==> src/rtl/dpic_pkg.sv <==
package dpic_pkg;
  localparam int UNIT_LINES = 8;
  localparam int CASC_LINE  = 2;

  typedef enum logic [1:0] {
    ST_RUN,
    ST_BASE,
    ST_CASC,
    ST_MODE
  } init_st_e;

  localparam int CMD_INIT_BIT = 4;
  localparam int CMD_SEL3_BIT = 3;
  localparam int CMD_EOI_BIT  = 5;
  localparam int CMD_SPEC_BIT = 6;
endpackage

==> src/rtl/dpic_resolve.sv <==
module dpic_resolve #(
  parameter int LINES = 8,
  localparam int IW = $clog2(LINES)
) (
  input  logic [LINES-1:0] irr_i,
  input  logic [LINES-1:0] imr_i,
  input  logic [LINES-1:0] isr_i,
  input  logic             smm_i,
  output logic             int_o,
  output logic [IW-1:0]    win_o,
  output logic [IW:0]      lvl_o
);
  logic [LINES-1:0] elig;

  always_comb begin
    elig  = irr_i & ~imr_i & ~isr_i;
    win_o = '0;
    lvl_o = (IW+1)'(LINES);
    for (int i = LINES-1; i >= 0; i--) begin
      if (elig[i]) win_o = IW'(i);
      if (isr_i[i]) lvl_o = (IW+1)'(i);
    end
    int_o = (|elig) && (smm_i || ({1'b0, win_o} < lvl_o));
  end
endmodule

==> src/rtl/dpic_unit.sv <==
module dpic_unit
  import dpic_pkg::*;
#(
  parameter int LINES = 8,
  parameter logic [LINES-1:0] RST_MASK = '1,
  parameter logic [7:0] RST_BASE = 8'h08,
  parameter logic [LINES-1:0] LEVEL_SET = '0,
  localparam int IW = $clog2(LINES)
) (
  input  logic             clk,
  input  logic             rst_n,
  input  logic [LINES-1:0] line_i,
  input  logic             wr_i,
  input  logic             a0_i,
  input  logic [7:0]       wdata_i,
  output logic [LINES-1:0] rdata_o,
  input  logic             ack_i,
  input  logic [IW-1:0]    ack_idx_i,
  output logic             int_o,
  output logic [IW-1:0]    win_o,
  output logic [7:0]       base_o
);
  localparam logic [7:0] BASE_KEEP = ~8'(LINES-1);

  logic [LINES-1:0] irr_q, irr_n, imr_q, imr_n, isr_q, isr_n, prev_q, prev_n;
  logic [7:0]       base_q, base_n;
  logic             smm_q, smm_n, rsel_q, rsel_n, aeoi_q, aeoi_n;
  logic             sngl_q, sngl_n, ic4_q, ic4_n;
  init_st_e         st_q, st_n;
  logic [IW:0]      lvl;

  dpic_resolve #(.LINES(LINES)) u_res (
    .irr_i(irr_q), .imr_i(imr_q), .isr_i(isr_q), .smm_i(smm_q),
    .int_o(int_o), .win_o(win_o), .lvl_o(lvl)
  );

  always_comb begin
    imr_n  = imr_q;
    isr_n  = isr_q;
    base_n = base_q;
    smm_n  = smm_q;
    rsel_n = rsel_q;
    aeoi_n = aeoi_q;
    sngl_n = sngl_q;
    ic4_n  = ic4_q;
    st_n   = st_q;
    prev_n = line_i;
    for (int i = 0; i < LINES; i++) begin
      if (LEVEL_SET[i]) irr_n[i] = line_i[i];
      else              irr_n[i] = line_i[i] & (irr_q[i] | ~prev_q[i]);
    end
    if (ack_i) begin
      irr_n[ack_idx_i] = 1'b0;
      if (!aeoi_q) isr_n[ack_idx_i] = 1'b1;
    end
    if (wr_i) begin
      if (!a0_i) begin
        if (wdata_i[CMD_INIT_BIT]) begin
          st_n   = ST_BASE;
          imr_n  = '0;
          isr_n  = '0;
          smm_n  = 1'b0;
          rsel_n = 1'b0;
          aeoi_n = 1'b0;
          sngl_n = wdata_i[1];
          ic4_n  = wdata_i[0];
        end else if (wdata_i[CMD_SEL3_BIT]) begin
          if (wdata_i[1]) rsel_n = wdata_i[0];
          if (wdata_i[6]) smm_n  = wdata_i[5];
        end else if (wdata_i[CMD_EOI_BIT]) begin
          if (wdata_i[CMD_SPEC_BIT]) isr_n[wdata_i[IW-1:0]] = 1'b0;
          else if (lvl < (IW+1)'(LINES)) isr_n[lvl[IW-1:0]] = 1'b0;
        end
      end else begin
        unique case (st_q)
          ST_RUN:  imr_n = wdata_i[LINES-1:0];
          ST_BASE: begin
            base_n = wdata_i & BASE_KEEP;
            if (!sngl_q)    st_n = ST_CASC;
            else if (ic4_q) st_n = ST_MODE;
            else            st_n = ST_RUN;
          end
          ST_CASC: st_n = ic4_q ? ST_MODE : ST_RUN;
          ST_MODE: begin
            aeoi_n = wdata_i[1];
            st_n   = ST_RUN;
          end
          default: st_n = ST_RUN;
        endcase
      end
    end
  end

  always_ff @(posedge clk or negedge rst_n) begin
    if (!rst_n) begin
      irr_q  <= '0;
      imr_q  <= RST_MASK;
      isr_q  <= '0;
      prev_q <= '0;
      base_q <= RST_BASE;
      smm_q  <= 1'b0;
      rsel_q <= 1'b0;
      aeoi_q <= 1'b0;
      sngl_q <= 1'b0;
      ic4_q  <= 1'b0;
      st_q   <= ST_RUN;
    end else begin
      irr_q  <= irr_n;
      prev_q <= prev_n;
      isr_q  <= isr_n;
      if (wr_i) begin
        imr_q  <= imr_n;
        base_q <= base_n;
        smm_q  <= smm_n;
        rsel_q <= rsel_n;
        aeoi_q <= aeoi_n;
        sngl_q <= sngl_n;
        ic4_q  <= ic4_n;
        st_q   <= st_n;
      end
    end
  end

  assign rdata_o = a0_i ? imr_q : (rsel_q ? isr_q : irr_q);
  assign base_o  = base_q;

  // an acknowledge only ever picks a line that is latched as pending
  p_ack_pending_r13: assert property (@(posedge clk) disable iff (!rst_n)
    ack_i |-> irr_q[ack_idx_i]);
  // in-service bits are only gained through an acknowledge
  p_isr_by_ack_r5: assert property (@(posedge clk) disable iff (!rst_n)
    ((isr_q & ~$past(isr_q)) != '0) |-> $past(ack_i));
  // at most one in-service bit is gained per cycle
  p_isr_one_r5: assert property (@(posedge clk) disable iff (!rst_n)
    $onehot0(isr_q & ~$past(isr_q)));
  // a masked line is never acknowledged
  p_ack_unmasked_r7: assert property (@(posedge clk) disable iff (!rst_n)
    ack_i |-> !imr_q[ack_idx_i]);
endmodule

==> src/rtl/dual_pic_top.sv <==
module dual_pic_top
  import dpic_pkg::*;
(
  input  logic        clk,
  input  logic        rst_n,
  input  logic [15:0] irq_i,
  input  logic        wr_i,
  input  logic [1:0]  addr_i,
  input  logic [7:0]  wdata_i,
  output logic [7:0]  rdata_o,
  input  logic        ack_i,
  output logic        int_o,
  output logic [7:0]  vec_o
);
  localparam int LN = UNIT_LINES;
  localparam int IW = $clog2(LN);
  localparam logic [7:0] SPUR = 8'(LN-1);
  localparam logic [IW-1:0] CASC = IW'(CASC_LINE);

  logic [1:0]    rst_sync;
  logic          rst_s;
  logic [LN-1:0] m_line, s_line, m_rd, s_rd;
  logic          m_int, s_int, m_ack, s_ack;
  logic [IW-1:0] m_win, s_win;
  logic [7:0]    m_base, s_base, vec_q, vec_n;
  logic          unused_irq2;

  always_ff @(posedge clk or negedge rst_n) begin
    if (!rst_n) rst_sync <= 2'b00;
    else        rst_sync <= {rst_sync[0], 1'b1};
  end
  assign rst_s = rst_sync[1];

  assign unused_irq2 = irq_i[CASC_LINE];

  always_comb begin
    m_line = irq_i[LN-1:0];
    m_line[CASC] = s_int;
    s_line = irq_i[2*LN-1:LN];
  end

  dpic_unit #(.LINES(LN), .RST_MASK(8'hF8), .RST_BASE(8'h08),
              .LEVEL_SET(8'(1) << CASC_LINE)) u_pri (
    .clk(clk), .rst_n(rst_s), .line_i(m_line),
    .wr_i(wr_i && !addr_i[1]), .a0_i(addr_i[0]), .wdata_i(wdata_i),
    .rdata_o(m_rd), .ack_i(m_ack), .ack_idx_i(m_win),
    .int_o(m_int), .win_o(m_win), .base_o(m_base)
  );

  dpic_unit #(.LINES(LN), .RST_MASK(8'hFE), .RST_BASE(8'h70),
              .LEVEL_SET('0)) u_sec (
    .clk(clk), .rst_n(rst_s), .line_i(s_line),
    .wr_i(wr_i && addr_i[1]), .a0_i(addr_i[0]), .wdata_i(wdata_i),
    .rdata_o(s_rd), .ack_i(s_ack), .ack_idx_i(s_win),
    .int_o(s_int), .win_o(s_win), .base_o(s_base)
  );

  always_comb begin
    m_ack = 1'b0;
    s_ack = 1'b0;
    vec_n = vec_q;
    if (ack_i) begin
      if (!m_int) begin
        vec_n = m_base + SPUR;
      end else if (m_win != CASC) begin
        m_ack = 1'b1;
        vec_n = m_base + 8'(m_win);
      end else if (s_int) begin
        m_ack = 1'b1;
        s_ack = 1'b1;
        vec_n = s_base + 8'(s_win);
      end else begin
        vec_n = s_base + SPUR;
      end
    end
  end

  always_ff @(posedge clk or negedge rst_s) begin
    if (!rst_s)     vec_q <= 8'h00;
    else if (ack_i) vec_q <= vec_n;
  end

  assign vec_o   = vec_q;
  assign int_o   = m_int;
  assign rdata_o = addr_i[1] ? s_rd : m_rd;

  // the secondary is only acknowledged when the primary's winner is the cascade input
  p_casc_path_r5: assert property (@(posedge clk) disable iff (!rst_s)
    s_ack |-> (m_int && m_win == CASC));
  // every vector lies in the block of one unit's base
  p_vec_owner_r2: assert property (@(posedge clk) disable iff (!rst_s)
    $past(ack_i) |-> (vec_o[7:3] == $past(m_base[7:3]) || vec_o[7:3] == $past(s_base[7:3])));
  // the vector holds between acknowledges
  p_vec_hold_r4: assert property (@(posedge clk) disable iff (!rst_s)
    !$past(ack_i) |-> $stable(vec_o));
endmodule

==> config.mk <==
export PLATFORM = sky130hd
export DESIGN_NAME = dual_pic_top
export DESIGN_NICKNAME = d
export VERILOG_FILES = /design/src/rtl/dpic_pkg.sv /design/src/rtl/dpic_resolve.sv /design/src/rtl/dpic_unit.sv /design/src/rtl/dual_pic_top.sv
export SDC_FILE = /design/constraint.sdc
export NUM_CORES = 1
export LEC_CHECK = 0
export ABC_AREA = 0
export BUFFER_PORTS_ARGS = -buffer_cell sky130_fd_sc_hd__buf_2
export CAP_MARGIN = 10
export CORE_MARGIN = 8
export CORE_UTILIZATION = 45
export DETAILED_ROUTE_END_ITERATION = 10
export GPL_TIMING_DRIVEN = 0
export PLACE_DENSITY = 0.63
export RECOVER_POWER = 50
export SETUP_SLACK_MARGIN = 0.1
export SKIP_LAST_GASP = 1
export SLEW_MARGIN = 15
export SYNTH_ARGS = -nofsm -noshare
export SYNTH_HDL_FRONTEND = slang
export SYNTH_SLANG_ARGS = --single-unit
==> constraint.sdc <==
create_clock -name clk -period 3.4 [get_ports clk]
set_clock_uncertainty 0.15 [all_clocks]
set_input_delay 0.85 -clock clk [delete_from_list [all_inputs] [get_ports clk]]
set_output_delay 0.85 -clock clk [all_outputs]
set_load 0.02 [all_outputs]
==> impl_summary.txt <==
----------------------------------------------------
[Outcome]
  Result of the run ... finished, violations left
  Violations in the final reports ... capacitance limit, slew limit, setup timing

[Clocking]
  Clock latency reported for the late side of the worst-skew pair ... 0.35 ns
  Total clock sinks ... slightly below 100
  Clock root buffer master ... sky130_fd_sc_hd__clkbuf_16
  Clock slew seen by the registers of the worst setup and hold paths ... 0.07 ns
  Buffer depth of the longest clock path ... 2
  Clock H-tree levels ... 3
  Clock tree from TritonCTS ... done
  Number of buffers created by CTS ... 9
  CTS Hold Buffers Added ... 0

[Detailed routing]
  Number of vias per cell ... about 6.3
  DRT Pass-1 Iters ... 5
  DR WL met2 ... about 7700 µm
  Antenna Violating Nets Remaining ... 0
  DRC Markers ... 0
  Highest metal layer with signal wires ... met4
  Routed wire length per instance ... 21.86 µm
  Routed metal-1 wire length ... 7294 µm
  First DRT Iteration DRCs ... about 400
  Total via count after detailed routing ... 4897
  Routed wire length ... 17030 µm
  Routed length on met3 ... 1362 µm

[GRT]
  Pin count of the biggest net entering global routing ... 57
  Global-route total usage across every layer ... 21.60%
  Vias in the first global route ... roughly 4900
  Number of antenna violations at the first check in global routing ... 0
  First-pass GRT wire length ... 26280 µm
  Remaining global-route overflow ... 0

[Critical path]
  Path depth of the worst reg2reg path ... 14
  Critical Path Sink Type ... primary output
  Type of the worst setup path ... register to primary output
  R2r setup slk ... 0.21 ns
  CP Launch Point ... u_pri.isr_q[0]$_DFF_PN0_
  Req. time, crit path ... 2.40 ns
  Start of the worst register-to-register path ... u_pri.isr_q[0]$_DFF_PN0_
  Kind of start point of the critical path ... register
  Worst-path fanout max ... 4
  Setup crit end ... int_o
  Arrival time of the worst setup path ... 2.63 ns
  FF-to-FF End ... vec_o[1]$_DFFE_PN0P_

[STA]
  Period Utilization, post-route ... 106.8%
  Final WS setup ... -0.2296 ns
  Setup repair after global routing missed its margin ... yes
  Number of pins with negative max-slew slack in the final report ... 41
  Maximum frequency from static timing analysis ... 0.2755 GHz
  Shortest period the worst path allows ... between 3 and 4 ns
  Final setup violation count ... 1
  Worst slew pin tran ... between 1.5 and 2 ns
  Hold Slack ... 0.1230 ns
  Worst rel slew slack ... -4.682%
  Number of failing hold endpoints at the final stage ... 0

[Final layout]
  Antenna diodes ... 0
  Number of fill cells in the layout ... 1098
  Multi-input gate area in the final layout ... 2922 µm²
  Seq. cell area ... 2452 µm²
  Fraction of final layout cells with drive strength greater than 1 ... between 20% and 30%
  Area growth from synthesis to layout ... 18.81%
  Fraction of the core area covered by cells at the end of the flow ... between 50% and 60%
  Nets@finish ... 661

[Floorplan]
  Placement row count ... 40
  Starting density of the core ... 45.57%
  I/O pin cnt ... 47
  Die span in y ... 125.8 µm
  Area of the core ... 11910 µm²
  Die extent in x ... 125.8 µm
  Full die area ... roughly 16000 µm²

[Logic synthesis]
  Portion of synthesized cell area occupied by the leading cell type ... 37.34%
  Yosys synthesis warning count ... 0
  Post-synthesis register bit count ... slightly below 100
  Part of the Yosys area used for sequential elements ... 45.09%
  Cell taking the most area after synthesis ... sky130_fd_sc_hd__dfrtp_1
  Post-Syn Instances ... 557
  Post-synth EDFFs ... 0
  Synth async-reset ratio ... 100.0%
  Number of distinct standard cells referenced by the synthesized netlist ... 60
  Post-Syn Nets ... slightly below 600
  Leading post-synthesis cells by cell area ... sky130_fd_sc_hd__dfrtp_1, sky130_fd_sc_hd__dfstp_2, sky130_fd_sc_hd__mux2_2, sky130_fd_sc_hd__o21ai_0, sky130_fd_sc_hd__a21oi_1
  Flip-flop cell with the highest count after synthesis ... sky130_fd_sc_hd__dfrtp_1
  Mapped cell area ... 5428 µm²
  Average footprint of a synthesized cell ... 9.745 µm²

[Power]
  Leakage power ... 2.770 nW
  Power Dens Cells ... 946.3 nW/µm²
  IR Drop Worst-Case VDD ... approximately 0.36 mV

[Placed design]
  Count of input and output buffers ... 41
  Global placer's final weighted congestion ... 0.9066
  Post-place setup slack ... -0.4696 ns
  Total half-perimeter wirelength after legalization and detailed placement ... 12490 µm

[Run]
  Maximum capacitance violations ... 1

[Worst hold path]
  Classification of the worst-slack hold path ... input port to asynchronous set/reset pin

----------------------------------------------------
-- routing by layer --
layer / vias to the layer above / global-route usage [%]
li1: 2206 / -
met1: 2418 / 28.13
met2: 237 / 33.22
met3: 36 / 4.473
met4: 0 / 11.54
met5: - / 0
-- report_power, final --
part           internal (W)  total, W  switching, W
combinational       0.00144   0.00332       0.00189
sequential          0.00153   0.00181      0.000288
clock              0.000503  0.000966      0.000462
-- final cells by class --
| class | count | area share (%) |
|---|---|---|
| multi-input cells | 402 | 45.30 |
| flip-flops and latches | 97 | 38.03 |
| repair buffers | 61 | 5.666 |
| clock buffers | 11 | 3.609 |
| well taps | 147 | 2.852 |
| plain buffers | 27 | 2.231 |
| inverters | 29 | 1.688 |
| clock inverters | 5 | 0.6209 |
-- through the flow --
stage / TNS, ns / instances / power [W] / area (µm²)
after global placement: -63.69 / 745 / 0.004373 / 5833
final: -0.2296 / 779 / 0.006102 / 6449
after CTS: -0.2000 / 777 / 0.005943 / 6410
after global routing: -1.216 / 779 / 0.006400 / 6449
after floorplan: 0 / 557 / 0.003595 / 5444
after detailed placement: -6.830 / 746 / 0.004409 / 5871
-- synth_stat cells (all sizes together) (2+ instances only) --
cell type	instances
o32ai	2
mux2i	2
o22ai	5
o31ai	7
a211oi	5
nand3b	2
nand3	10
nand2	30
a21oi	48
a22oi	2
mux2	31
a211o	2
o41ai	5
dfrtp	81
or4	4
inv	29
mux4	8
a21o	6
a31o	2
dfstp	16
a41o	2
ha	4
a41oi	4
nor2b	12
nor2	45
or2	4
a22o	18
nand2b	6
nor3	10
clkbuf	26
buf	3
or3b	10
o21a	5
nor4	2
a31oi	14
nor3b	12
nand4b	3
o21ai	51
nand4	5
and2	6
o21bai	4
nor4b	4
-- worst max-delay path, stage by stage (launching register included) --
cell	delay, ns
sky130_fd_sc_hd__dfrtp_1	0.37
sky130_fd_sc_hd__clkbuf_8	0.14
sky130_fd_sc_hd__or3b_4	0.40
sky130_fd_sc_hd__buf_8	0.14
sky130_fd_sc_hd__nand4_1	0.10
sky130_fd_sc_hd__nor2_2	0.08
sky130_fd_sc_hd__ha_4	0.29
sky130_fd_sc_hd__a21oi_4	0.06
sky130_fd_sc_hd__a211oi_4	0.31
sky130_fd_sc_hd__and2_4	0.21
sky130_fd_sc_hd__nor2_4	0.04
sky130_fd_sc_hd__buf_6	0.12
-- layout by cell type, fill, tap and decap left out, types with 5 or more instances in the layout --
cell | Yosys | layout
sky130_fd_sc_hd__a22o_1 | 18 | 18
sky130_fd_sc_hd__buf_2 | 1 | 37
sky130_fd_sc_hd__nand2b_1 | 6 | 6
sky130_fd_sc_hd__nor3b_2 | 0 | 6
sky130_fd_sc_hd__a21oi_1 | 48 | 47
sky130_fd_sc_hd__mux2_2 | 31 | 31
sky130_fd_sc_hd__nand3_1 | 10 | 10
sky130_fd_sc_hd__dfrtp_1 | 81 | 77
sky130_fd_sc_hd__nor3_1 | 10 | 9
sky130_fd_sc_hd__mux4_2 | 8 | 8
sky130_fd_sc_hd__nand4_1 | 5 | 5
sky130_fd_sc_hd__a31oi_1 | 14 | 14
sky130_fd_sc_hd__clkbuf_1 | 26 | 26
sky130_fd_sc_hd__nand2_1 | 30 | 28
sky130_fd_sc_hd__o22ai_1 | 5 | 5
sky130_fd_sc_hd__and2_1 | 6 | 5
sky130_fd_sc_hd__nor2_1 | 45 | 42
sky130_fd_sc_hd__dfstp_2 | 16 | 16
sky130_fd_sc_hd__nor3b_1 | 12 | 6
sky130_fd_sc_hd__o21ai_0 | 49 | 49
sky130_fd_sc_hd__a21o_1 | 6 | 6
sky130_fd_sc_hd__nor2b_1 | 12 | 12
sky130_fd_sc_hd__inv_1 | 29 | 29
sky130_fd_sc_hd__or3b_4 | 0 | 5
sky130_fd_sc_hd__o31ai_1 | 7 | 7
sky130_fd_sc_hd__clkbuf_16 | 0 | 9
sky130_fd_sc_hd__buf_4 | 0 | 19
-- sequential cells by signal (all words and copies together) (netlist names), 5 cells and up --
register      count
u_pri.imr_q       8
u_pri.irr_q       8
u_pri.isr_q       8
u_sec.imr_q       8
u_sec.irr_q       8
u_sec.isr_q       8
u_sec.prev_q      8
vec_o             8
u_pri.prev_q      7
u_pri.base_o      5
u_sec.base_o      5
-- how the worst min path moves through the flow --
stage	from	endpoint	slack, ns
global route	rst_n	rst_sync[1]$_DFF_PN0_	0.12
CTS	rst_n	rst_sync[1]$_DFF_PN0_	0.11
detailed placement	rst_sync[1]$_DFF_PN0_	u_pri.st_q[0]$_DFFE_PN0P_	0.19
finish	rst_n	rst_sync[1]$_DFF_PN0_	0.12
floorplan	rst_sync[0]$_DFF_PN0_	rst_sync[1]$_DFF_PN0_	0.18
global placement	rst_sync[0]$_DFF_PN0_	rst_sync[1]$_DFF_PN0_	0.19
-- cell families after synthesis --
family | Yosys count | share of synthesized area, %
AOI/OAI and AO/OA | 189 | 22.85
adders and majority gates | 4 | 0.9221
buffers and inverters | 58 | 4.034
DFF | 97 | 45.09
muxes | 41 | 10.12
other | 1 | 0.06909
and+or+nand+nor | 167 | 16.92
-- repair_timing --
item / in CTS / in global routing
endpoints found under the setup margin: 39 / 20
setup buffers: 17 / 3
gates resized for setup: 36 / 17
pin swaps: 10 / 9
cloned: 0 / 0
Note: power is estimated with default switching activity, not from simulation.
